==> src/rtl/i2c_mem_pkg.sv <==
package i2c_mem_pkg;
    typedef enum logic [3:0] {
        S_IDLE,
        S_CTRL,
        S_CTRL_ACK,
        S_ADDR_HI,
        S_ADDR_HI_ACK,
        S_ADDR_LO,
        S_ADDR_LO_ACK,
        S_WDATA,
        S_WDATA_ACK,
        S_RDATA,
        S_MACK,
        S_IGNORE
    } slv_state_t;

    localparam logic [3:0] DEV_CODE = 4'b1010;
endpackage

==> src/rtl/i2c_line_sync.sv <==
module i2c_line_sync #(
    parameter int STAGES = 2
) (
    input  logic clk,
    input  logic rst_n,
    input  logic line_i,
    output logic level_o,
    output logic rise_o,
    output logic fall_o
);
    logic [STAGES-1:0] chain;
    logic              prev;

    generate
        for (genvar g = 0; g < STAGES; g++) begin : g_stage
            if (g == 0) begin : g_first
                always_ff @(posedge clk or negedge rst_n)
                    if (!rst_n) chain[0] <= 1'b1;
                    else        chain[0] <= line_i;
            end else begin : g_next
                always_ff @(posedge clk or negedge rst_n)
                    if (!rst_n) chain[g] <= 1'b1;
                    else        chain[g] <= chain[g-1];
            end
        end
    endgenerate

    always_ff @(posedge clk or negedge rst_n)
        if (!rst_n) prev <= 1'b1;
        else        prev <= chain[STAGES-1];

    assign level_o = chain[STAGES-1];
    assign rise_o  = chain[STAGES-1] & ~prev;
    assign fall_o  = ~chain[STAGES-1] & prev;
endmodule

==> src/rtl/i2c_addr_ptr.sv <==
module i2c_addr_ptr #(
    parameter int AW = 13
) (
    input  logic          clk,
    input  logic          rst_n,
    input  logic          load_i,
    input  logic [AW-1:0] load_val_i,
    input  logic          inc_i,
    output logic [AW-1:0] ptr_o
);
    logic [AW-1:0] ptr_q;

    always_ff @(posedge clk or negedge rst_n)
        if (!rst_n)      ptr_q <= '0;
        else if (load_i) ptr_q <= load_val_i;
        else if (inc_i)  ptr_q <= ptr_q + 1'b1;

    assign ptr_o = ptr_q;

    p_ptr_wrap_r8: assert property (@(posedge clk) disable iff (!rst_n)
        ($past(inc_i) && !$past(load_i) && ($past(ptr_q) == {AW{1'b1}})) |-> (ptr_q == '0));

    p_ptr_load_r7: assert property (@(posedge clk) disable iff (!rst_n)
        $past(load_i) |-> (ptr_q == $past(load_val_i)));
endmodule

==> src/rtl/i2c_mem_slave.sv <==
module i2c_mem_slave
    import i2c_mem_pkg::*;
#(
    parameter int AW       = 13,
    parameter int SYNC     = 2,
    parameter int HOLD_CYC = 2
) (
    input  logic          clk,
    input  logic          rst_n,
    input  logic          scl_i,
    input  logic          sda_i,
    output logic          sda_oe,
    input  logic [2:0]    strap,
    input  logic          wr_busy,
    output logic          wb_valid,
    output logic [AW-1:0] wb_addr,
    output logic [7:0]    wb_data,
    output logic          wb_commit,
    output logic [AW-1:0] mem_rd_addr,
    input  logic [7:0]    mem_rd_data
);
    localparam int HW = $clog2(HOLD_CYC + 1);
    localparam int HI_W = AW - 8;

    logic scl_s, scl_rise, scl_fall;
    logic sda_s, sda_rise, sda_fall;
    logic start_det, stop_det;

    i2c_line_sync #(.STAGES(SYNC)) i_scl_sync (
        .clk(clk), .rst_n(rst_n), .line_i(scl_i),
        .level_o(scl_s), .rise_o(scl_rise), .fall_o(scl_fall));
    i2c_line_sync #(.STAGES(SYNC)) i_sda_sync (
        .clk(clk), .rst_n(rst_n), .line_i(sda_i),
        .level_o(sda_s), .rise_o(sda_rise), .fall_o(sda_fall));

    assign start_det = scl_s & sda_fall;
    assign stop_det  = scl_s & sda_rise;

    slv_state_t       state, state_d;
    logic [3:0]       bit_cnt;
    logic [7:0]       shreg, tx;
    logic             rw_q, m_ack, wrote;
    logic [HI_W-1:0]  addr_hi;
    logic [HW-1:0]    hold_cnt;
    logic             oe_tgt, byte_end, ctrl_hit, counting;
    logic             ptr_load, ptr_inc, enter_rd;
    logic [AW-1:0]    ptr;

    i2c_addr_ptr #(.AW(AW)) i_ptr (
        .clk(clk), .rst_n(rst_n), .load_i(ptr_load),
        .load_val_i({addr_hi, shreg}), .inc_i(ptr_inc), .ptr_o(ptr));

    assign mem_rd_addr = ptr;
    assign byte_end    = scl_fall && (bit_cnt == 4'd8);
    assign ctrl_hit    = (shreg[7:4] == DEV_CODE) && (shreg[3:1] == strap) && !wr_busy;
    assign counting    = (state == S_CTRL) || (state == S_ADDR_HI) || (state == S_ADDR_LO)
                      || (state == S_WDATA) || (state == S_RDATA);
    assign enter_rd    = !start_det && !stop_det && scl_fall
                      && (((state == S_CTRL_ACK) && rw_q) || ((state == S_MACK) && m_ack));
    assign ptr_load    = !start_det && !stop_det && byte_end && (state == S_ADDR_LO);
    assign ptr_inc     = enter_rd || (!start_det && !stop_det && byte_end && (state == S_WDATA));

    // Next-state process
    always_comb begin
        state_d = state;
        if (start_det)     state_d = S_CTRL;
        else if (stop_det) state_d = S_IDLE;
        else if (scl_fall) begin
            unique case (state)
                S_CTRL:        if (bit_cnt == 4'd8) state_d = ctrl_hit ? S_CTRL_ACK : S_IGNORE;
                S_CTRL_ACK:    state_d = rw_q ? S_RDATA : S_ADDR_HI;
                S_ADDR_HI:     if (bit_cnt == 4'd8) state_d = S_ADDR_HI_ACK;
                S_ADDR_HI_ACK: state_d = S_ADDR_LO;
                S_ADDR_LO:     if (bit_cnt == 4'd8) state_d = S_ADDR_LO_ACK;
                S_ADDR_LO_ACK: state_d = S_WDATA;
                S_WDATA:       if (bit_cnt == 4'd8) state_d = S_WDATA_ACK;
                S_WDATA_ACK:   state_d = S_WDATA;
                S_RDATA:       if (bit_cnt == 4'd8) state_d = S_MACK;
                S_MACK:        state_d = m_ack ? S_RDATA : S_IGNORE;
                default:       state_d = state;
            endcase
        end
    end

    // Output target for the open-drain driver
    always_comb begin
        unique case (state)
            S_CTRL_ACK, S_ADDR_HI_ACK, S_ADDR_LO_ACK, S_WDATA_ACK: oe_tgt = 1'b1;
            S_RDATA: oe_tgt = ~tx[3'd7 - bit_cnt[2:0]];
            default: oe_tgt = 1'b0;
        endcase
    end

    // State register and datapath
    always_ff @(posedge clk or negedge rst_n) begin
        if (!rst_n) begin
            state    <= S_IDLE;
            bit_cnt  <= '0;
            shreg    <= '0;
            tx       <= '0;
            rw_q     <= 1'b0;
            m_ack    <= 1'b0;
            wrote    <= 1'b0;
            addr_hi  <= '0;
            hold_cnt <= '0;
            sda_oe   <= 1'b0;
            wb_valid <= 1'b0;
            wb_addr  <= '0;
            wb_data  <= '0;
            wb_commit <= 1'b0;
        end else begin
            state     <= state_d;
            wb_valid  <= 1'b0;
            wb_commit <= stop_det && wrote;
            if (stop_det) wrote <= 1'b0;

            if (start_det || stop_det) begin
                bit_cnt <= '0;
            end else if (scl_rise) begin
                shreg <= {shreg[6:0], sda_s};
                if (counting) bit_cnt <= bit_cnt + 1'b1;
                if (state == S_MACK) m_ack <= ~sda_s;
            end else if (byte_end) begin
                bit_cnt <= '0;
                unique case (state)
                    S_CTRL:    rw_q <= shreg[0];
                    S_ADDR_HI: addr_hi <= shreg[HI_W-1:0];
                    S_WDATA: begin
                        wb_valid <= 1'b1;
                        wb_addr  <= ptr;
                        wb_data  <= shreg;
                        wrote    <= 1'b1;
                    end
                    default: ;
                endcase
            end
            if (enter_rd) tx <= mem_rd_data;

            if (start_det || stop_det) begin
                sda_oe   <= 1'b0;
                hold_cnt <= '0;
            end else if (scl_fall) begin
                hold_cnt <= HW'(HOLD_CYC);
            end else if (scl_rise) begin
                hold_cnt <= '0;
            end else if (hold_cnt != '0) begin
                hold_cnt <= hold_cnt - 1'b1;
                if (hold_cnt == HW'(1) && !scl_s) sda_oe <= oe_tgt;
            end
        end
    end

    p_oe_scl_low_r11: assert property (@(posedge clk) disable iff (!rst_n)
        (!$stable(sda_oe) && !$past(start_det || stop_det)) |-> !$past(scl_s));

    p_busy_silent_r9: assert property (@(posedge clk) disable iff (!rst_n)
        ((state == S_CTRL_ACK) && ($past(state) == S_CTRL)) |-> !$past(wr_busy));

    p_wb_pulse_r4: assert property (@(posedge clk) disable iff (!rst_n)
        wb_valid |=> !wb_valid);

    p_commit_stop_r5: assert property (@(posedge clk) disable iff (!rst_n)
        wb_commit |-> $past(stop_det));

    p_ignore_quiet_r2: assert property (@(posedge clk) disable iff (!rst_n)
        (state == S_IGNORE) |-> (!wb_valid && !(ptr_load || ptr_inc)));
endmodule

==> config.mk <==
export PLATFORM = sky130hd
export DESIGN_NAME = i2c_mem_slave
export DESIGN_NICKNAME = d
export VERILOG_FILES = /design/src/rtl/i2c_mem_pkg.sv /design/src/rtl/i2c_line_sync.sv /design/src/rtl/i2c_addr_ptr.sv /design/src/rtl/i2c_mem_slave.sv
export SDC_FILE = /design/constraint.sdc
export NUM_CORES = 1
export LEC_CHECK = 0
export ABC_AREA = 1
export BUFFER_PORTS_ARGS = -buffer_cell sky130_fd_sc_hd__buf_2
export CAP_MARGIN = 20
export CELL_PAD_IN_SITES_DETAIL_PLACEMENT = 1
export CELL_PAD_IN_SITES_GLOBAL_PLACEMENT = 1
export CORE_ASPECT_RATIO = 0.8
export CORE_MARGIN = 5
export CORE_UTILIZATION = 35
export CTS_CLUSTER_SIZE = 20
export DETAILED_ROUTE_END_ITERATION = 6
export MAX_ROUTING_LAYER = met4
export PLACE_DENSITY_LB_ADDON = 0.2
export SETUP_SLACK_MARGIN = 0.1
export SLEW_MARGIN = 10
export SYNTH_ARGS = -nofsm -noshare
export SYNTH_HDL_FRONTEND = slang
export SYNTH_HIERARCHICAL = 1
export SYNTH_SLANG_ARGS = --single-unit
==> constraint.sdc <==
create_clock -name clk -period 2.5 [get_ports clk]
set_input_delay 0.5 -clock clk [delete_from_list [all_inputs] [get_ports clk]]
set_output_delay 0.5 -clock clk [all_outputs]
set_load 0.1 [all_outputs]
After elaboration in Yosys (flattened, before gate mapping)
Cells that the tools add are included.

storage, ports and cells
  flip-flop bits (word level) = 77
  output and inout bits = 37

operators by class
  order comparisons = 1
  mux-type cells = 39
  reductions and logical operators = 42
  equality and inequality tests = 22
  bitwise operators = 13
  $add $sub $neg = 4

operators with widths
  cell                                                         number
  2-to-1 mux 4 bit                                             14
  one-hot mux 4 bit (9 select lines)                           1
  2-to-1 mux 13 bit                                            2
  equality test 4 bit (second input constant)                  5
  inequality test 4 bit (second input constant)                5
  equality test 4 x 3 -> 1 bit (second input constant)         4
  AND reduction 4 bit                                          4
  2-to-1 mux 1 bit                                             15
  adder 13 x 1 -> 13 bit (second input constant)               1
  logical AND 1 bit                                            13
  nonzero test 11 bit                                          1
  2-to-1 mux 2 bit                                             5
  equality test 4 x 2 -> 1 bit (second input constant)         2
  nonzero test 2 bit                                           4
  logical OR 1 bit                                             7
  NOT 1 bit                                                    7
  AND reduction 7 bit                                          1
  bitwise AND 1 bit                                            6
  nonzero test 3 bit                                           2
  adder 4 x 1 -> 4 bit (second input constant)                 1
  equality test 4 x 1 -> 1 bit (second input constant)         1
  zero test 1 bit                                              4
  less-than comparator 3 x 4 -> 1 bit (second input constant)  1
  AND reduction 2 bit                                          2
  other kinds (13)                                             13

Depth between registers and ports, before layout
Gate-level depths: netlist (run 1).

  depth after elaboration = 10
  depth in mapped cells = 13

Hierarchy
Netlist (run 1), hierarchy kept.

modules (own cells, without submodules)
  module         seq. area each (µm²)  times used  area an instance (µm²)  cells each
  i2c_mem_slave  1451.4                1           2925.3                  354
  i2c_addr_ptr   325.3                 1           837.1                   109
  i2c_line_sync  78.8                  2           93.8                    7

Worst setup path before layout (run 1)
Ideal clock, no wire load.

  path kind = reg2reg
  start = register bit_cnt[0]
  end = register i_ptr.ptr_q[7] (netlist: i_ptr/ptr_o[7])
  path buffers = 1
  data arrival time = 1.897 ns
  data required time = 2.369 ns
  library setup time = 0.131 ns
  setup slack = 0.472 ns
  stages on the path, launching flop included = 9
  cells stage by stage = dfrtp_1 > inv_1 > ha_1 > nand4_1 > nor3_1 > nor2_1 > buf_4 > a22oi_1 > o21ai_1

RTL lines
  what                                                            RTL line              text
  start, declared                                                 i2c_mem_slave.sv:40   logic [3:0] bit_cnt;
  start signal, assigned                                          i2c_mem_slave.sv:121  if (counting) bit_cnt <= bit_cnt + 1'b1;
  equality test 4 bit *                                           i2c_mem_slave.sv:54   assign byte_end = scl_fall && (bit_cnt == 4'd8);
  logical AND 1 bit *                                             i2c_mem_slave.sv:54
  logical AND 1 bit * (2 in series)                               i2c_mem_slave.sv:60   assign ptr_load = !start_det && !stop_det && byte_end && (state == S_ADDR_LO);
  named net ptr_load                                              i2c_mem_slave.sv:46   logic ptr_load, ptr_inc, enter_rd;
  2-to-1 mux 13 bit / nonzero test 2 bit (equally long branches)  -
  end signal, assigned                                            i2c_addr_ptr.sv:15    else if (load_i) ptr_q <= load_val_i;
  end signal, assigned                                            i2c_addr_ptr.sv:16    else if (inc_i) ptr_q <= ptr_q + 1'b1;
  end, declared                                                   i2c_addr_ptr.sv:11    logic [AW-1:0] ptr_q;

Mark *: on every way through the listed nets, which the timed path passes. The rest lies on a longest branch.
A chain may end at the register's enable or synchronous reset.

Final worst setup path (run 1)
  start = register bit_cnt[0]
  end = register i_ptr.ptr_q[11] (netlist: i_ptr/ptr_o[11])

The elaborated chain is that of the path after synthesis.

==> flow_metrics.py, run 1 <==
metrics = {
    "clock_network": {
        "cts_inserted_buffers": 9,
        "clockBufferDepth": 2,
        "clk_latency_ns": 0.34,
        "tritoncts": "built",
        "cts-root-buf": "clkbuf_16",
        "clkTransAtPathRegs_ns": 0.06,
        "clock-sinks": 77,
        "cts_max_level": 3,
    },
    "worst_setup_path": {
        "crit_path_max_incr_delay_ns": 0.46,
        "crit_slowest_cell": "dfrtp_1",
        "crit_chain": "inv_1, ha_1, nand4_1, buf_4, nor3_2, inv_2, nand2_1, inv_2, o21ai_0, nand2_1, nand2_1, nand2_1",
        "required_ns": 2.72,
        "crit_path_start_kind": "flop",
        "critPathCaptureType": "flop",
        "worstPathArrival_ns": 2.38,
        "path_buf_inv": 4,
        "crit_path_frequent_cell": "nand2_1",
        "critical_path_class": "reg2reg",
        "cp_top_family": "simple AND/OR/NAND/NOR gates",
        "worst-path-max-fanout": 9,
    },
    "global_route": {
        "grt_pass1_wl_um": 18600,
        "met3_usage_pct": 3.67,
        "antenna_found_initial": 0,
        "busiest_layer": "met2",
        "grtUsageMet2_pct": 26.0,
        "grt_pass1_vias": 3594,
        "met1_usage_pct": 25.4,
        "grt_start_max_net_pins": 34,
        "grt_usage_pct": 17.8,
        "grt.overflow.total": 0,
    },
    "timing": {
        "worst_slew_pin_slew_ns": 0.507,
        "slew_violations": 0,
        "fin_crit_ns": 2.15,
        "fin_crit_sh_pct": 86.0,
        "timing.hold.ws_ns": 0.100,
        "finalSetupTns_ns": 0,
        "setup_violations": 0,
        "max_freq_ghz": 0.465,
        "finalHoldViolCount": 0,
        "skew_ns": 0.00738,
        "grt_setup_unrepaired": "no",
        "max_slew_margin_pct": 66.1,
    },
    "synthesis": {
        "synth-edff-count": 0,
        "ys_seq_elements": 77,
        "avgSynthCellArea_um2": 8.28,
        "syn_inst": 477,
        "ys_async_sr_fraction_pct": 100,
        "ys_seq_area_share_pct": 49.0,
        "synth_nets": 498,
        "ys.flop_type": "dfrtp_1",
        "ys_types": 37,
        "synthesis.area_um2": 3950,
        "synth_warnings": 6,
    },
    "drt": {
        "remaining_drc_errors": 0,
        "wl_um": 10800,
        "wl_per_cell_um": 15.7,
        "antenna_left": 0,
        "vias_per_cell": 4.85,
        "drt_iter0_markers": 96,
        "num_vias": 3351,
        "dr.pass1.iters": 4,
    },
    "pwr": {
        "p_leak_uw": 0.00245,
        "p_per_area_nw_per_um2": 775,
        "irDropWorstVdd_v": 0.000414,
    },
    "finish": {
        "fillers": 1331,
        "nets": 563,
        "area_growth_pct": 20.1,
        "multiInputGateArea_um2": 1810,
        "seqCellArea_um2": 1930,
        "antenna_cells": 0,
        "drive_gt1_share_pct": 24.5,
        "layoutNonFillerInstCount": 691,
    },
    "die": {
        "dieArea_um2": 13500,
        "initial_core_util_pct": 36.0,
        "io_pins": 53,
        "core_um2": 11000,
        "fp-row-count": 34,
        "die_w_um": 129,
        "fp.dieH_um": 105,
    },
    "hold_path": {
        "hold_path_class": "in2async",
    },
    "placed_design": {
        "dp_hpwl_um": 8190,
        "globalplace.congestion": 0.870,
        "portBuffers": 52,
        "dp_cells": 674,
    },
    "flow_run": {
        "drv_cap": 0,
    },
    "outcome": {
        "status": "finished clean",
    },
}
==> per-stage QoR <==
| stage | power [µW] | setup slack (ns) | area (µm²) | util (%) |
|---|---|---|---|---|
| after global placement | 2340 | 0.351 | 4410 | 40.2 |
| after CTS | 3710 | 0.174 | 4720 | 43.0 |
| final | 3680 | 0.349 | 4740 | 43.2 |
| after detailed placement | 2370 | 0.218 | 4410 | 40.2 |
| after floorplan | 2090 | 0.472 | 3950 | - |
| after global routing | 3900 | 0.0872 | 4740 | 43.2 |
==> cells by family (layout without fill, tap and decap cells) <==
| group | count (synthesis) | count (layout) | synth area share, % |
|---|---|---|---|
| and+or+nand+nor | 268 | 268 | 30.4 |
| DFF | 77 | 77 | 49.0 |
| AOI/OAI and AO/OA | 59 | 59 | 8.90 |
| buffers and inverters | 54 | 124 | 5.76 |
| muxes | 8 | 8 | 3.04 |
| xor gates and xnor gates | 6 | 6 | 1.33 |
| adders and majority gates | 5 | 5 | 1.58 |
==> layer usage <==
layer | vias up | wire length (µm)
li1 | 1676 | -
met1 | 1612 | 5570
met2 | 52 | 4740
met3 | 11 | 388
met4 | 0 | 122
met5 | - | 0
==> cells in the mapped netlist (4+ instances only) <==
| library cell | n | area, µm² |
|---|---|---|
| nand2_1 | 159 | 597 |
| dfrtp_1 | 71 | 1780 |
| nand3_1 | 35 | 175 |
| inv_1 | 34 | 128 |
| nor2_1 | 33 | 124 |
| o21ai_0 | 20 | 100 |
| o21ai_1 | 16 | 80.1 |
| inv_2 | 12 | 45.0 |
| a22oi_1 | 10 | 75.1 |
| nor2_2 | 10 | 62.6 |
| mux2_4 | 8 | 120 |
| nand2_2 | 7 | 43.8 |
| nor3_1 | 7 | 35.0 |
| dfstp_2 | 6 | 158 |
| xor2_1 | 6 | 52.6 |
| ha_1 | 5 | 62.6 |
| nor2_4 | 5 | 56.3 |
| a21oi_1 | 4 | 20.0 |
==> report_power, final <==
| group | switching, µW | leakage [µW] | total (µW) | internal [µW] |
|---|---|---|---|---|
| clock | 518 | 0.000142 | 1320 | 802 |
| sequential | 119 | 0.00102 | 1470 | 1350 |
| combinational | 612 | 0.00129 | 889 | 277 |
==> placed cells by master (no fill, tap or decap), types with 2 or more instances in the layout <==
| cell type | n |
|---|---|
| o21ai_0 | 20 |
| dfrtp_1 | 71 |
| nand2_1 | 159 |
| dfstp_2 | 6 |
| inv_2 | 12 |
| a21oi_1 | 4 |
| nand3_2 | 2 |
| clkbuf_16 | 9 |
| buf_2 | 51 |
| nand3_1 | 35 |
| o21ai_1 | 16 |
| nor2_4 | 5 |
| nor3_1 | 6 |
| nand2_2 | 7 |
| nor2_1 | 33 |
| nand4_1 | 3 |
| o22ai_1 | 2 |
| a22oi_1 | 10 |
| nand2_4 | 2 |
| nand3b_1 | 2 |
| buf_4 | 9 |
| ha_1 | 5 |
| a31oi_1 | 2 |
| inv_1 | 34 |
| clkinvlp_4 | 2 |
| xor2_1 | 6 |
| nor2_2 | 10 |
| mux2_4 | 8 |
==> area by class of cell <==
cell class	count	area share (%)
sequential	77	40.8
multi-input combinational	346	38.1
inverter	47	3.72
timing repair buffer	61	7.23
clock buffer	11	5.12
tap	144	3.80
clock inverter	5	1.24
==> worst register-to-register path, stage by stage (launching register included) <==
cell,delay (ns)
dfrtp_1,0.46
inv_1,0.19
ha_1,0.23
nand4_1,0.11
buf_4,0.18
nor3_2,0.27
inv_2,0.07
nand2_1,0.14
inv_2,0.12
o21ai_0,0.10
nand2_1,0.07
nand2_1,0.05
nand2_1,0.05
==> final timing paths <==
check	start	to	slack, ns	depth (start not counted)
hold / removal	rst_n	tx[2]	0.10	1
setup / recovery	bit_cnt[0]	i_ptr/ptr_o[11]	0.35	12
hold reg to reg	i_scl_sync/chain[0]	i_scl_sync/level_o	0.35	0
max in group asynchronous	rst_n	i_sda_sync/prev	1.78	2
setup reg to reg	bit_cnt[0]	i_ptr/ptr_o[11]	0.35	12
min in group clk	scl_i	i_scl_sync/chain[0]	0.27	1
==> flip-flops by register name, summed over array words and instances (netlist names), 4 cells and up <==
name         flops
bit_cnt          4
shreg            8
state            4
wb_addr         13
addr_hi          5
i_ptr/ptr_o     13
wb_data          8
tx               8
==> repair_timing <==
item / 4_1_cts / 5_1_grt
setup endpoints to repair: 0 / 11
buffers inserted: 0 / 1
resized for setup: 0 / 3
hold buffers: 0 / 0
Note: power is estimated with default switching activity, not from simulation.
==> run 2, diff against run 1 <==
==> constraint.sdc (replaced) <==
create_clock -name clk -period 2.4 [get_ports clk]
set_input_delay 0.48 -clock clk [delete_from_list [all_inputs] [get_ports clk]]
set_output_delay 0.48 -clock clk [all_outputs]
set_load 0.1 [all_outputs]
==> run 2 against run 1 <==
Total power up 4.1%. Sequential share of layout area down 0.11 points. Sequential cell count unchanged. Clock skew down 0.0019 ns. Count of clock-buffer cells in the layout up 2. Sequential power up 4%. Final cell count up 0.43%. Clock power up 3%. Die area unchanged. Wire length up 3.8%. Worst setup slack worse by 0.050 ns. Critical path type unchanged. Largest cell class unchanged. Highest routed layer unchanged.
==> flow_metrics.py, run 2 (synthesized netlist as in run 1, its figures left out) <==
metrics = {
    "finish": {
        "layoutNonFillerInstCount": 694,
        "nets": 566,
        "antenna_cells": 0,
        "area_growth_pct": 20.4,
        "final_cell_mix": "nand2_1, dfrtp_1, buf_2",
        "design_area_um2": 4750,
        "final_common_cell": "nand2_1",
        "fillers": 1352,
        "final_util_pct": 43.3,
        "drive_gt1_share_pct": 25.1,
    },
    "die": {
        "core_um2": 11000,
        "initial_core_util_pct": 36.0,
        "fp.dieH_um": 105,
        "dieArea_um2": 13500,
        "die_w_um": 129,
        "io_pins": 53,
        "fp-row-count": 34,
    },
    "pwr": {
        "irDropWorstVdd_v": 0.000436,
        "p_leak_uw": 0.00246,
        "p_per_area_nw_per_um2": 805,
    },
    "global_route": {
        "antenna_found_initial": 0,
        "grt_usage_pct": 18.2,
        "grt_pass1_wl_um": 19000,
        "grt_start_max_net_pins": 44,
        "grt_pass1_vias": 3594,
        "grt.overflow.total": 0,
    },
    "clock_network": {
        "holdBufCountCts": 0,
        "cts_max_level": 3,
        "clk_latency_ns": 0.33,
        "clock-sinks": 77,
        "cts_inserted_buffers": 9,
        "clkTransAtPathRegs_ns": 0.06,
        "tritoncts": "built",
        "clockBufferDepth": 2,
        "cts-root-buf": "clkbuf_16",
    },
    "timing": {
        "setup_violations": 0,
        "max_slew_margin_pct": 61.2,
        "skew_ns": 0.00547,
        "finalHoldViolCount": 0,
        "fin_crit_ns": 2.10,
        "finalSetupTns_ns": 0,
        "max_freq_ghz": 0.476,
        "setup_ws_ns": 0.299,
        "slew_violations": 0,
        "grt_setup_unrepaired": "no",
        "fin_crit_sh_pct": 87.6,
        "worst_slew_pin_slew_ns": 0.582,
    },
    "placed_design": {
        "dp_cells": 676,
        "portBuffers": 52,
        "globalplace.congestion": 0.938,
        "place_area_um2": 4420,
        "dp_hpwl_um": 8370,
        "dp_slack_ns": 0.132,
    },
    "worst_setup_path": {
        "crit_path_frequent_cell": "nand2_1",
        "cp_top_family": "buffers and inverters",
        "crit_chain": "inv_1, ha_1, nand4_1, buf_4, o31ai_4, buf_4, nand2_1, inv_2, o21ai_0, nand2_1, nand2_1, nand2_1",
        "critPathCaptureType": "flop",
        "crit_path_max_incr_delay_ns": 0.37,
        "crit_slowest_cell": "dfrtp_1",
        "worst-path-max-fanout": 9,
        "critical_path_class": "reg2reg",
        "required_ns": 2.67,
        "path_buf_inv": 4,
        "worstPathArrival_ns": 2.37,
        "crit_path_start_kind": "flop",
    },
    "drt": {
        "num_vias": 3436,
        "wl_um": 11200,
        "vias_per_cell": 4.95,
        "remaining_drc_errors": 0,
        "wl_per_cell_um": 16.2,
        "drt_iter0_markers": 165,
        "dr.pass1.iters": 4,
        "antenna_left": 0,
    },
    "flow_run": {
        "drv_cap": 0,
    },
    "hold_path": {
        "hold_path_class": "in2async",
    },
    "outcome": {
        "status": "finished clean",
    },
}
run 2: metrics by stage:
stage / power [µW] / hold WS [ns]
6_report: 3830 / 0.141
5_1_grt: 4060 / 0.186
4_1_cts: 3860 / 0.165
3_5_place_dp: 2480 / 0.348
3_3_place_gp: 2460 / 0.347
2_1_floorplan: 2180 / 0.184
run 2: worst paths after layout:
| kind | from | end | slack [ns] | cells past startpoint |
|---|---|---|---|---|
| worst max-delay path | bit_cnt[0] | i_ptr/ptr_o[11] | 0.30 | 12 |
| worst min-delay path | rst_n | m_ack | 0.14 | 1 |
| worst max register to register | bit_cnt[0] | i_ptr/ptr_o[11] | 0.30 | 12 |
| worst min register to register | i_sda_sync/chain[0] | i_sda_sync/level_o | 0.36 | 0 |
| max in group asynchronous | rst_n | i_scl_sync/prev | 1.60 | 2 |
| min in group clk | scl_i | i_scl_sync/chain[0] | 0.24 | 1 |
run 2: routing by layer:
layer	track usage, %	share of wire, %
met3	4.03	4.1
met1	25.8	50
met5	-	0
met2	26.6	45
met4	3.97	0.85
run 2: final cells by class:
cell class / instances / area [µm²] / share of cell area (%)
clock buffers: 13 / 250 / 5.26
clock inverters: 3 / 46.3 / 0.974
inverters: 47 / 176 / 3.71
multi-input cells: 346 / 1810 / 38.2
flip-flops and latches: 77 / 1930 / 40.7
well taps: 144 / 180 / 3.79
repair buffers: 64 / 353 / 7.42
run 2: what timing repair did:
action,4_1_cts,5_1_grt
endpoints found under the setup margin,11,8
gates resized for setup,3,3
setup buffers,0,2
pin swaps,0,1
run 2: report_power, final:
part / internal (µW) / switching [µW] / total (µW)
sequential: 1400 / 124 / 1530
combinational: 291 / 648 / 939
clock: 837 / 524 / 1360
==> run 3, diff against run 2 <==
--- a/config.mk
+++ b/config.mk
@@ -13,10 +13,10 @@
 export CORE_ASPECT_RATIO = 0.8
 export CORE_MARGIN = 5
 export CORE_UTILIZATION = 35
-export CTS_CLUSTER_SIZE = 20
 export DETAILED_ROUTE_END_ITERATION = 6
 export MAX_ROUTING_LAYER = met4
 export PLACE_DENSITY_LB_ADDON = 0.2
+export RECOVER_POWER = 100
 export SETUP_SLACK_MARGIN = 0.1
 export SLEW_MARGIN = 10
 export SYNTH_ARGS = -nofsm -noshare
==> run 3 against run 2 <==
Sequential cell count unchanged. Die area is the same. Register-to-register slack got worse by 0.07 ns. Critical endpoint is now wb_addr[0]. Largest power group unchanged.
==> flow_metrics.py, run 3 (synthesized netlist as in run 1, its figures left out) <==
metrics = {
    "die": {
        "dieArea_um2": 13500,
        "core_um2": 11000,
        "fp.dieH_um": 105,
        "fp-row-count": 34,
        "initial_core_util_pct": 36.0,
        "die_w_um": 129,
        "io_pins": 53,
    },
    "clock_network": {
        "cts_inserted_buffers": 9,
        "clk_latency_ns": 0.33,
        "clkTransAtPathRegs_ns": 0.06,
        "holdBufCountCts": 0,
        "clockBufferDepth": 2,
        "cts_max_level": 3,
        "tritoncts": "built",
        "clock-sinks": 77,
        "cts-root-buf": "clkbuf_16",
    },
    "global_route": {
        "grt_pass1_wl_um": 19000,
        "grt_start_max_net_pins": 44,
        "antenna_found_initial": 0,
        "grt_usage_pct": 18.2,
        "grt_pass1_vias": 3594,
        "grt.overflow.total": 0,
    },
    "drt": {
        "vias_per_cell": 4.94,
        "wl_um": 11200,
        "dr.pass1.iters": 4,
        "num_vias": 3431,
        "wl_per_cell_um": 16.2,
        "drt_iter0_markers": 156,
        "remaining_drc_errors": 0,
        "antenna_left": 0,
    },
    "finish": {
        "area_growth_pct": 18.0,
        "antenna_cells": 0,
        "final_common_cell": "nand2_1",
        "seqCellArea_um2": 1930,
        "nets": 566,
        "design_area_um2": 4660,
        "final_cell_mix": "nand2_1, dfrtp_1, inv_1, nand3_1, nor2_1",
        "fillers": 1371,
        "final_util_pct": 42.5,
        "multiInputGateArea_um2": 1770,
        "drive_gt1_share_pct": 17.6,
    },
    "worst_setup_path": {
        "crit_path_start_kind": "flop",
        "crit_chain": "inv_1, ha_1, nand4_1, buf_4, buf_4, nor2_1, nand2_2, inv_2, nand2_1, nand2_1",
        "critPathCaptureType": "flop",
        "crit_cells": 10,
        "r2r-end": "wb_addr[0]",
        "timing.rr.start": "bit_cnt[0]",
        "crit_path_end": "wb_addr[0]",
        "critical_path_class": "reg2reg",
        "cp_top_family": "simple AND/OR/NAND/NOR gates",
        "crit_slowest_cell": "dfrtp_1",
        "reg2reg_depth": 10,
        "required_ns": 2.67,
        "worstPathArrival_ns": 2.44,
        "worst-path-max-fanout": 15,
        "r2r_slack_ns": 0.23,
        "path_buf_inv": 4,
        "startpoint": "bit_cnt[0]",
        "crit_path_max_incr_delay_ns": 0.37,
    },
    "timing": {
        "worst_slew_pin_slew_ns": 1.19,
        "max_freq_ghz": 0.461,
        "setup_violations": 0,
        "finalHoldViolCount": 0,
        "timing.hold.ws_ns": 0.245,
        "grt_setup_unrepaired": "no",
        "fin_crit_ns": 2.17,
        "slew_violations": 0,
        "fin_crit_sh_pct": 90.4,
        "finalSetupTns_ns": 0,
        "max_slew_margin_pct": 21.3,
        "skew_ns": 0.00580,
    },
    "hold_path": {
        "hold_path_class": "in2reg",
        "hp-start": "scl_i",
    },
    "pwr": {
        "p_leak_uw": 0.00229,
        "irDropWorstVdd_v": 0.000416,
        "p_per_area_nw_per_um2": 813,
    },
    "placed_design": {
        "dp_hpwl_um": 8370,
        "place_area_um2": 4420,
        "portBuffers": 52,
        "globalplace.congestion": 0.938,
    },
    "flow_run": {
        "drv_cap": 0,
    },
    "outcome": {
        "status": "finished clean",
    },
}
run 3: power breakdown:
| group | total, µW | switching [µW] | internal [µW] |
|---|---|---|---|
| logic | 903 | 630 | 273 |
| clock network | 1360 | 520 | 837 |
| registers | 1530 | 123 | 1400 |
run 3: worst min-delay path by stage:
stage,end,slack (ns),depth (start not counted)
2_1_floorplan,addr_hi[0],0.18,0
3_3_place_gp,i_scl_sync/level_o,0.35,0
3_5_place_dp,i_sda_sync/level_o,0.35,0
4_1_cts,tx[4],0.17,1
5_1_grt,i_scl_sync/chain[0],0.22,1
6_report,i_scl_sync/chain[0],0.24,1
run 3: layout make-up:
type | instances | area share, %
Clock buffer | 13 | 5.37
Clock inverter | 3 | 0.994
Inverter | 47 | 3.79
Multi-Input combinational cell | 346 | 38.0
Sequential cell | 77 | 41.5
Tap cell | 144 | 3.87
Timing Repair Buffer | 64 | 6.50
run 3: repair_timing:
item | CTS | global route
pin swaps | 0 | 1
endpoints found under the setup margin | 11 | 8
resized for setup | 3 | 3
buffers inserted | 0 | 2
endpoints found under the hold margin | 0 | 0
run 3: layer usage:
metal	routed length, µm	track usage [%]
met2	5070	26.6
met3	385	4.03
met5	0	-
met1	5690	25.8
met4	84	3.97
run 3: stage by stage:
| stage | setup slack, ns | cells | power [µW] |
|---|---|---|---|
| floorplan | 0.372 | 477 | 2180 |
| global placement | 0.231 | 676 | 2460 |
| detailed placement | 0.132 | 676 | 2480 |
| CTS | 0.119 | 692 | 3860 |
| global route | 0.0788 | 694 | 4030 |
| finish | 0.231 | 694 | 3790 |
